[config.mk]
export PLATFORM = sky130hd
export DESIGN_NAME = idata_ctrl
export DESIGN_NICKNAME = d
export VERILOG_FILES = /design/src/rtl/idata_ctrl.sv
export SDC_FILE = /design/constraint.sdc
export NUM_CORES = 2
export LEC_CHECK = 0
export ABC_AREA = 1
export BUFFER_PORTS_ARGS = -buffer_cell sky130_fd_sc_hd__buf_2
export CORE_ASPECT_RATIO = 2
export CORE_MARGIN = 2
export CORE_UTILIZATION = 30
export DETAILED_ROUTE_END_ITERATION = 8
export GPL_ROUTABILITY_DRIVEN = 0
export HOLD_SLACK_MARGIN = 0.02
export PLACE_DENSITY = 0.53
export SYNTH_ARGS = -nofsm -noshare
export SYNTH_HDL_FRONTEND = slang
export SYNTH_SLANG_ARGS = --single-unit
export TNS_END_PERCENT = 1
[constraint.sdc]
create_clock -name clk -period 6.55 [get_ports clk]
set_input_delay 1.6375 -clock clk [delete_from_list [all_inputs] [get_ports clk]]
set_output_delay 1.6375 -clock clk [all_outputs]
set_load 0.02 [all_outputs]
[src/rtl/idata_ctrl.sv]
module idata_ctrl #(
  parameter int AW = 8,
  parameter int DW = 8
) (
  input  logic          clk,
  input  logic          rst_n,
  input  logic          rd,
  input  logic          wr,
  input  logic          acc_indirect,
  input  logic          acc_reg,
  input  logic          acc_bit,
  input  logic [1:0]    bank_sel,
  input  logic [AW-1:0] acc_addr,
  input  logic [DW-1:0] wdata,
  output logic [DW-1:0] rdata,
  output logic          rvalid,
  output logic [AW-1:0] sfr_addr,
  output logic          sfr_rd,
  output logic          sfr_wr,
  output logic [DW-1:0] sfr_wdata,
  input  logic [DW-1:0] sfr_rdata
);
  localparam int DEPTH = 1 << AW;

  logic [DW-1:0] mem [DEPTH];

  logic [DW-1:0] ram_q;
  logic          sfr_q, bit_q, pend_v, pend_val;
  logic [2:0]    bsel_q, pend_bit;
  logic [AW-1:0] pend_addr;

  wire [2:0]    bsel     = acc_addr[2:0];
  wire [AW-1:0] sfr_base = {acc_addr[AW-1:3], 3'b000};
  wire [AW-1:0] bit_byte = {{(AW-7){1'b0}}, 3'b010, acc_addr[6:3]};
  wire [AW-1:0] reg_byte = {{(AW-5){1'b0}}, bank_sel, bsel};
  wire          hi       = acc_addr[AW-1];

  wire to_sfr = acc_bit ? hi : (!acc_reg && !acc_indirect && hi);
  wire [AW-1:0] ram_addr = acc_bit ? bit_byte : (acc_reg ? reg_byte : acc_addr);
  wire [DW-1:0] ram_cur  = mem[ram_addr];
  wire [DW-1:0] bit_mask = {{(DW-1){1'b0}}, 1'b1} << bsel;
  wire [DW-1:0] ram_bitw = wdata[0] ? (ram_cur | bit_mask) : (ram_cur & ~bit_mask);

  always_ff @(posedge clk)
    if (wr && !to_sfr) mem[ram_addr] <= acc_bit ? ram_bitw : wdata;

  always_ff @(posedge clk or negedge rst_n)
    if (!rst_n) begin
      rvalid <= 1'b0; sfr_q <= 1'b0; bit_q <= 1'b0; bsel_q <= '0; ram_q <= '0;
      pend_v <= 1'b0; pend_val <= 1'b0; pend_bit <= '0; pend_addr <= '0;
    end else begin
      rvalid <= rd;
      if (rd) begin
        sfr_q  <= to_sfr;
        bit_q  <= acc_bit;
        bsel_q <= bsel;
        if (!to_sfr) ram_q <= ram_cur;
      end
      pend_v <= wr && acc_bit && hi;
      if (wr && acc_bit && hi) begin
        pend_addr <= sfr_base;
        pend_bit  <= bsel;
        pend_val  <= wdata[0];
      end
    end

  wire [DW-1:0] rd_byte  = sfr_q ? sfr_rdata : ram_q;
  wire [DW-1:0] pend_msk = {{(DW-1){1'b0}}, 1'b1} << pend_bit;

  assign rdata     = bit_q ? {{(DW-1){1'b0}}, rd_byte[bsel_q]} : rd_byte;
  assign sfr_rd    = !pend_v && to_sfr && (rd || (wr && acc_bit));
  assign sfr_wr    = pend_v || (wr && to_sfr && !acc_bit);
  assign sfr_addr  = pend_v ? pend_addr : (acc_bit ? sfr_base : acc_addr);
  assign sfr_wdata = pend_v ? (pend_val ? (sfr_rdata | pend_msk) : (sfr_rdata & ~pend_msk)) : wdata;

  assert_rvalid_timing_R1: assert property (@(posedge clk) disable iff (!rst_n)
    rd |=> rvalid);
  assert_indirect_no_sfr_R1: assert property (@(posedge clk) disable iff (!rst_n)
    ((rd || wr) && acc_indirect && !acc_bit && !acc_reg && !pend_v) |-> (!sfr_rd && !sfr_wr));
  assert_direct_hi_sfr_R3: assert property (@(posedge clk) disable iff (!rst_n)
    ((rd || wr) && !acc_indirect && !acc_bit && !acc_reg && hi) |-> ((sfr_rd || sfr_wr) && sfr_addr == acc_addr));
  assert_reg_no_sfr_R8: assert property (@(posedge clk) disable iff (!rst_n)
    ((rd || wr) && (acc_reg || !hi) && !pend_v) |-> (!sfr_rd && !sfr_wr));
  assert_sfr_rmw_R7: assert property (@(posedge clk) disable iff (!rst_n)
    (wr && acc_bit && hi) |=> (sfr_wr && sfr_addr == ($past(acc_addr) & 8'hF8)));
  assert_sfr_rmw_bits_R7: assert property (@(posedge clk) disable iff (!rst_n)
    pend_v |-> (((sfr_wdata ^ sfr_rdata) & ~pend_msk) == '0));
  assert_strobe_excl_R7: assert property (@(posedge clk) disable iff (!rst_n)
    $onehot0({sfr_rd, sfr_wr}));
endmodule

* Word-level counts from Yosys, hierarchy flattened
Memory sizes are Yosys's and may differ from the RTL's.
Index checks and enable logic that the tools add are counted.
** Storage, ports and cells
- Register bits :: 24
- Latch bits :: 0
- RAM bits :: 2048
- Bits in read-only memories :: 0
- Output and inout port bits :: 27
- Memories kept :: 1
** Cells by class
- $add $sub $neg :: 0
- Multiply operators :: 0
- Divide/modulo/power cells :: 0
- Order comparisons :: 1
- Equality and inequality tests :: 0
- Shifts and indexed selects :: 2
- Muxes and demuxes :: 15
- Bitwise logic cells :: 7
- Reduce and logical (&&, ||, !) cells :: 17
** Memories
- mem :: depth 256, bits a word 8, read ports 1, clocked after Yosys merged registers in 0, write ports 1, RTL line 25 : logic [DW-1:0] mem [DEPTH];
** Operators with widths (count)
- 8-bit two-way mux :: 9
- 8-bit AND :: 2
- 8-bit inverter :: 2
- 8-bit bitwise OR :: 2
- 1-bit by 3-bit << shifter with 8-bit output, first input constant :: 2
- 1-bit logical AND :: 9
- 1-bit zero test :: 5
- 3-bit by 4-bit < comparator with 1-bit output, second input constant :: 1
- 1-bit two-way mux :: 4
- 1-bit binary-select mux with 3-bit select :: 1
- 3-bit two-way mux :: 1
- 1-bit logical OR :: 2
- 2-bit AND reduction :: 1
- 1-bit inverter :: 1

* Depth between registers and ports, before layout
- Depth in word-level cells :: 8
- Depth in mapped cells :: 23
- Mapped depth without buffers :: 20

* Worst setup path before layout
OpenSTA, ideal clock, no wires.
- Path type :: input to register
- From :: in acc_bit
- To :: mem mem[0][5], data pin
- Library setup time :: 825 ps
- Arrival time :: 6347 ps
- Path slack :: -623 ps
- Stages :: 19
- Buffers on the path :: 4
- Cells stage by stage :: buf_4 -> inv_4 -> buf_4 -> nand3_1 -> nand2_1 -> inv_1 -> nor2_2 -> buf_2 -> buf_2 -> nand2_1 -> nand2_1 -> nor2_1 -> nor2_1 -> nor2_1 -> nand3_1 -> nand3_1 -> nand3_1 -> nand2_1 -> nand2_1
** Between the ends
- Cells in the longest elaborated chain, start to end :: 5
** RTL lines
- start: declaration :: RTL line 11 : input logic acc_bit,
- 8-bit two-way mux :: RTL line 39 : wire [AW-1:0] ram_addr = acc_bit ? bit_byte : (acc_reg ? reg_byte : acc_addr);
- memory read 256 x 8 bit
- 8-bit AND or 8-bit bitwise OR (tied branches) :: RTL line 42 : wire [DW-1:0] ram_bitw = wdata[0] ? (ram_cur | bit_mask) : (ram_cur & ~bit_mask);
- 8-bit two-way mux :: RTL line 42
- 8-bit two-way mux * :: RTL line 45 : if (wr && !to_sfr) mem[ram_addr] <= acc_bit ? ram_bitw : wdata;
- end: declaration :: RTL line 25
Mark *: on every way between the ends. The rest lies on a longest branch, timed or not.

* Worst setup path in the final report
- From :: in acc_bit
- To :: mem mem[78][3], data pin
The elaborated chain is that of the path after synthesis.

==> reports/results.ini <==
[floorplan]
die_x_um=387
io_pins=60
rows=281
die_h_um=770
die_area_um2=298000
core_um2=292000
initial_utilization=0.301

[sta]
max_clock_freq_mhz=180
fin_crit_sh=0.847
final.setup_skew_ps=63.6
worst_pin_slew_ps=1130
post-route-min-period_ps=5550
drv_slew=0
rsz0062_at_grt=no
slew_headroom=0.241
setup_violations=0
setup_slack_ps=1000
hold_viol_final=0

[clocking]
cts_buffers=176
cts-resized-gates=0
cts_tree=done
clk-insertion-delay-late_ps=870
clock-sinks=2072
root_buffer=clkbuf_16
clk_pin_slew_worst_paths_ps=70
htreeDepth=4
cts.path.max_buffers=4
cts_setup_buffers=0
ctsHoldBuffers=0

[drt]
vias=61936
dr.pass1.iters=6
drtAntennaViolNets=0
post_drt_wl_per_cell_um=22.7
drt-total-wl_um=290000
drc=0
viasPerCell=4.84
drt-initial-drc-count=5166

[grt]
grt_pass1_wl_um=421000
grt_remaining_overflow=0
grt_util_met2=0.351
busiest_layer=met2
grt_usage=0.190
use_met1=0.210
met3_usage=0.0183
antenna_found_initial=2
grt_pass1_vias=61103
grt_max_degree=131

[power_and_ir_drop]
irDropWorstVdd_mv=0.204
seq_power_share=0.520
p_leak_uw=0.0406
p_comb_frac=0.115
switching_share=0.258
pwr-share-clk=0.365
p_int_uw=21300
p_per_area_nw_per_um2=285
power.switching_uw=7440

[place]
pre_cts_slack_ps=294
place_inst=12484
placed_area_um2=95400
portBuffers=59
dp_hpwl_um=184000

[setup_path]
worst-setup-path-type=input port to register
arrival_ps=5970
path_max_fanout=112
cp.required_ps=6970
cp-end-kind=register
cp-start-kind=input port

[logic_synthesis]
syn_area_per_cell_um2=10.2
syn_area_um2=88000
ys_warn_count=0
ys_seq_area_frac=0.706
postSynthCellCount=8646
syn_nets=8679
synth.distinct_cells=28
ys_ff_latch=2072

[run]
max-cap-violations=0

[run_status]
status=finished clean

[final_layout]
final_cell_area_um2=101000
area_growth_pct=14.7
nNetsFinal=8875
fin_util=0.345
fillers=29094
fin_cells=12797
drive_above_1_share=0.0859
multi_input_area_um2=23600
ff_latch_area_um2=62100

[min_path]
hold_class=register to register

[cell families after synthesis]
logic type / share of synthesized area
DFF: 0.706
AOI/OAI and AO/OA: 0.0112
muxes: 0.000341
and+or+nand+nor: 0.255
buffers and inverters: 0.0279
[stage by stage]
| stage | total power [uW] | hold WS (ps) | setup TNS [ps] |
|---|---|---|---|
| detailed placement | 18600 | 457 | 0 |
| floorplan | 17100 | 440 | -1012080 |
| finish | 28800 | 470 | 0 |
| CTS | 29000 | 475 | 0 |
| global route | 29600 | 486 | 0 |
| global placement | 18500 | 453 | 0 |
[sequential cells by signal, indices dropped and copies added (netlist names)]
name and flops:
pend_addr 5, bit_q 1, pend_v 1, sfr_q 1, mem 2048, pend_val 1
ram_q 8, rvalid 1, bsel_q 3, pend_bit 3
[power by group through the flow]
stage	Combinational (uW)	Sequential (uW)	Clock (uW)
floorplan	1670	15400	0
global placement	3300	15300	0
detailed placement	3320	15300	0
CTS	3330	15000	10700
global route	3550	15000	11100
finish	3310	15000	10500
[final cells by class]
cell class / instances / area share
clock buffers: 219 / 0.0459
clock inverters: 86 / 0.00837
multi-input cells: 6033 / 0.234
repair buffers: 493 / 0.0460
well taps: 3820 / 0.0474
inverters: 66 / 0.00270
flip-flops and latches: 2072 / 0.615
diodes: 8 / 0.000198
[critical path, cell delays in order]
cell and delay (ps):
buf_2 180, inv_4 260, nand2_8 130, nand2_8 370, inv_8 330, buf_12 270
buf_4 180, nand2_1 60, nand2_1 50, nand2_1 50, nand2_1 100, nand2_1 80
nand2_1 140, o21ai_1 570, nand2_1 180, nand2_1 140, nand2_1 80, nor2_1 280
nand3_1 110, nand2_1 120, nand2_4 100, buf_12 210
[per-layer routing]
| layer | vias up | share of wire |
|---|---|---|
| met5 | - | 0 |
| met1 | 30576 | 0.36 |
| met3 | 578 | 0.048 |
| li1 | 28712 | - |
| met4 | 0 | 0.066 |
| met2 | 2070 | 0.52 |
[cell usage after synthesis]
master,instances,area share
nor3_1,13,0.00074
buf_6,5,0.00064
inv_2,5,0.00021
buf_4,22,0.0019
buf_1,26,0.0011
a21boi_0,1,0.000085
nor2_1,457,0.019
dfrtp_1,24,0.0068
o21ai_2,1,0.00010
edfxtp_1,2048,0.70
a21boi_1,1,0.000085
buf_2,242,0.014
mux2i_1,3,0.00034
o211ai_1,2,0.00017
inv_4,1,0.000071
nor2_2,6,0.00043
o21ai_0,93,0.0053
nand2_2,2,0.00014
o21ai_1,59,0.0034
o31ai_1,1,0.000085
nand2_1,4962,0.21
or2_2,1,0.000071
nand3_1,388,0.022
inv_1,58,0.0025
a21oi_1,36,0.0020
clkinv_1,2,0.000085
clkbuf_1,180,0.0077
nand4_1,7,0.00050
[cell usage in the layout (no fill, tap or decap), drive strengths merged]
master,synthesis,routed
nand2,4964,4964
edfxtp,2048,2048
buf,295,493
nor2,463,463
nand3,388,388
clkbuf,180,219
o21ai,153,153
inv,64,67
clkinv,2,60
a21oi,36,36
dfrtp,24,24
bufinv,0,15
nor3,13,13
clkinvlp,0,10
diode,0,8
nand4,7,7
mux2i,3,3
o211ai,2,2
a21boi,2,2
o31ai,1,1
or2,1,1
[path summary, 6_finish.rpt]
check,startpoint,end,slack [ps],cells past startpoint
max,acc_bit,mem[78][3]$_DFFE_PP_,1000,22
min,pend_addr[7]$_DFFE_PN0P_,pend_addr[7]$_DFFE_PN0P_,470,1
max reg2reg,mem[50][5]$_DFFE_PP_,mem[172][5]$_DFFE_PP_,3100,17
min reg2reg,pend_addr[7]$_DFFE_PN0P_,pend_addr[7]$_DFFE_PN0P_,470,1
max in group asynchronous,rst_n,bsel_q[0]$_DFFE_PN0P_,5420,1
min in group asynchronous,rst_n,rvalid$_DFF_PN0_,750,1
Note: power is estimated with default switching activity, not from simulation.
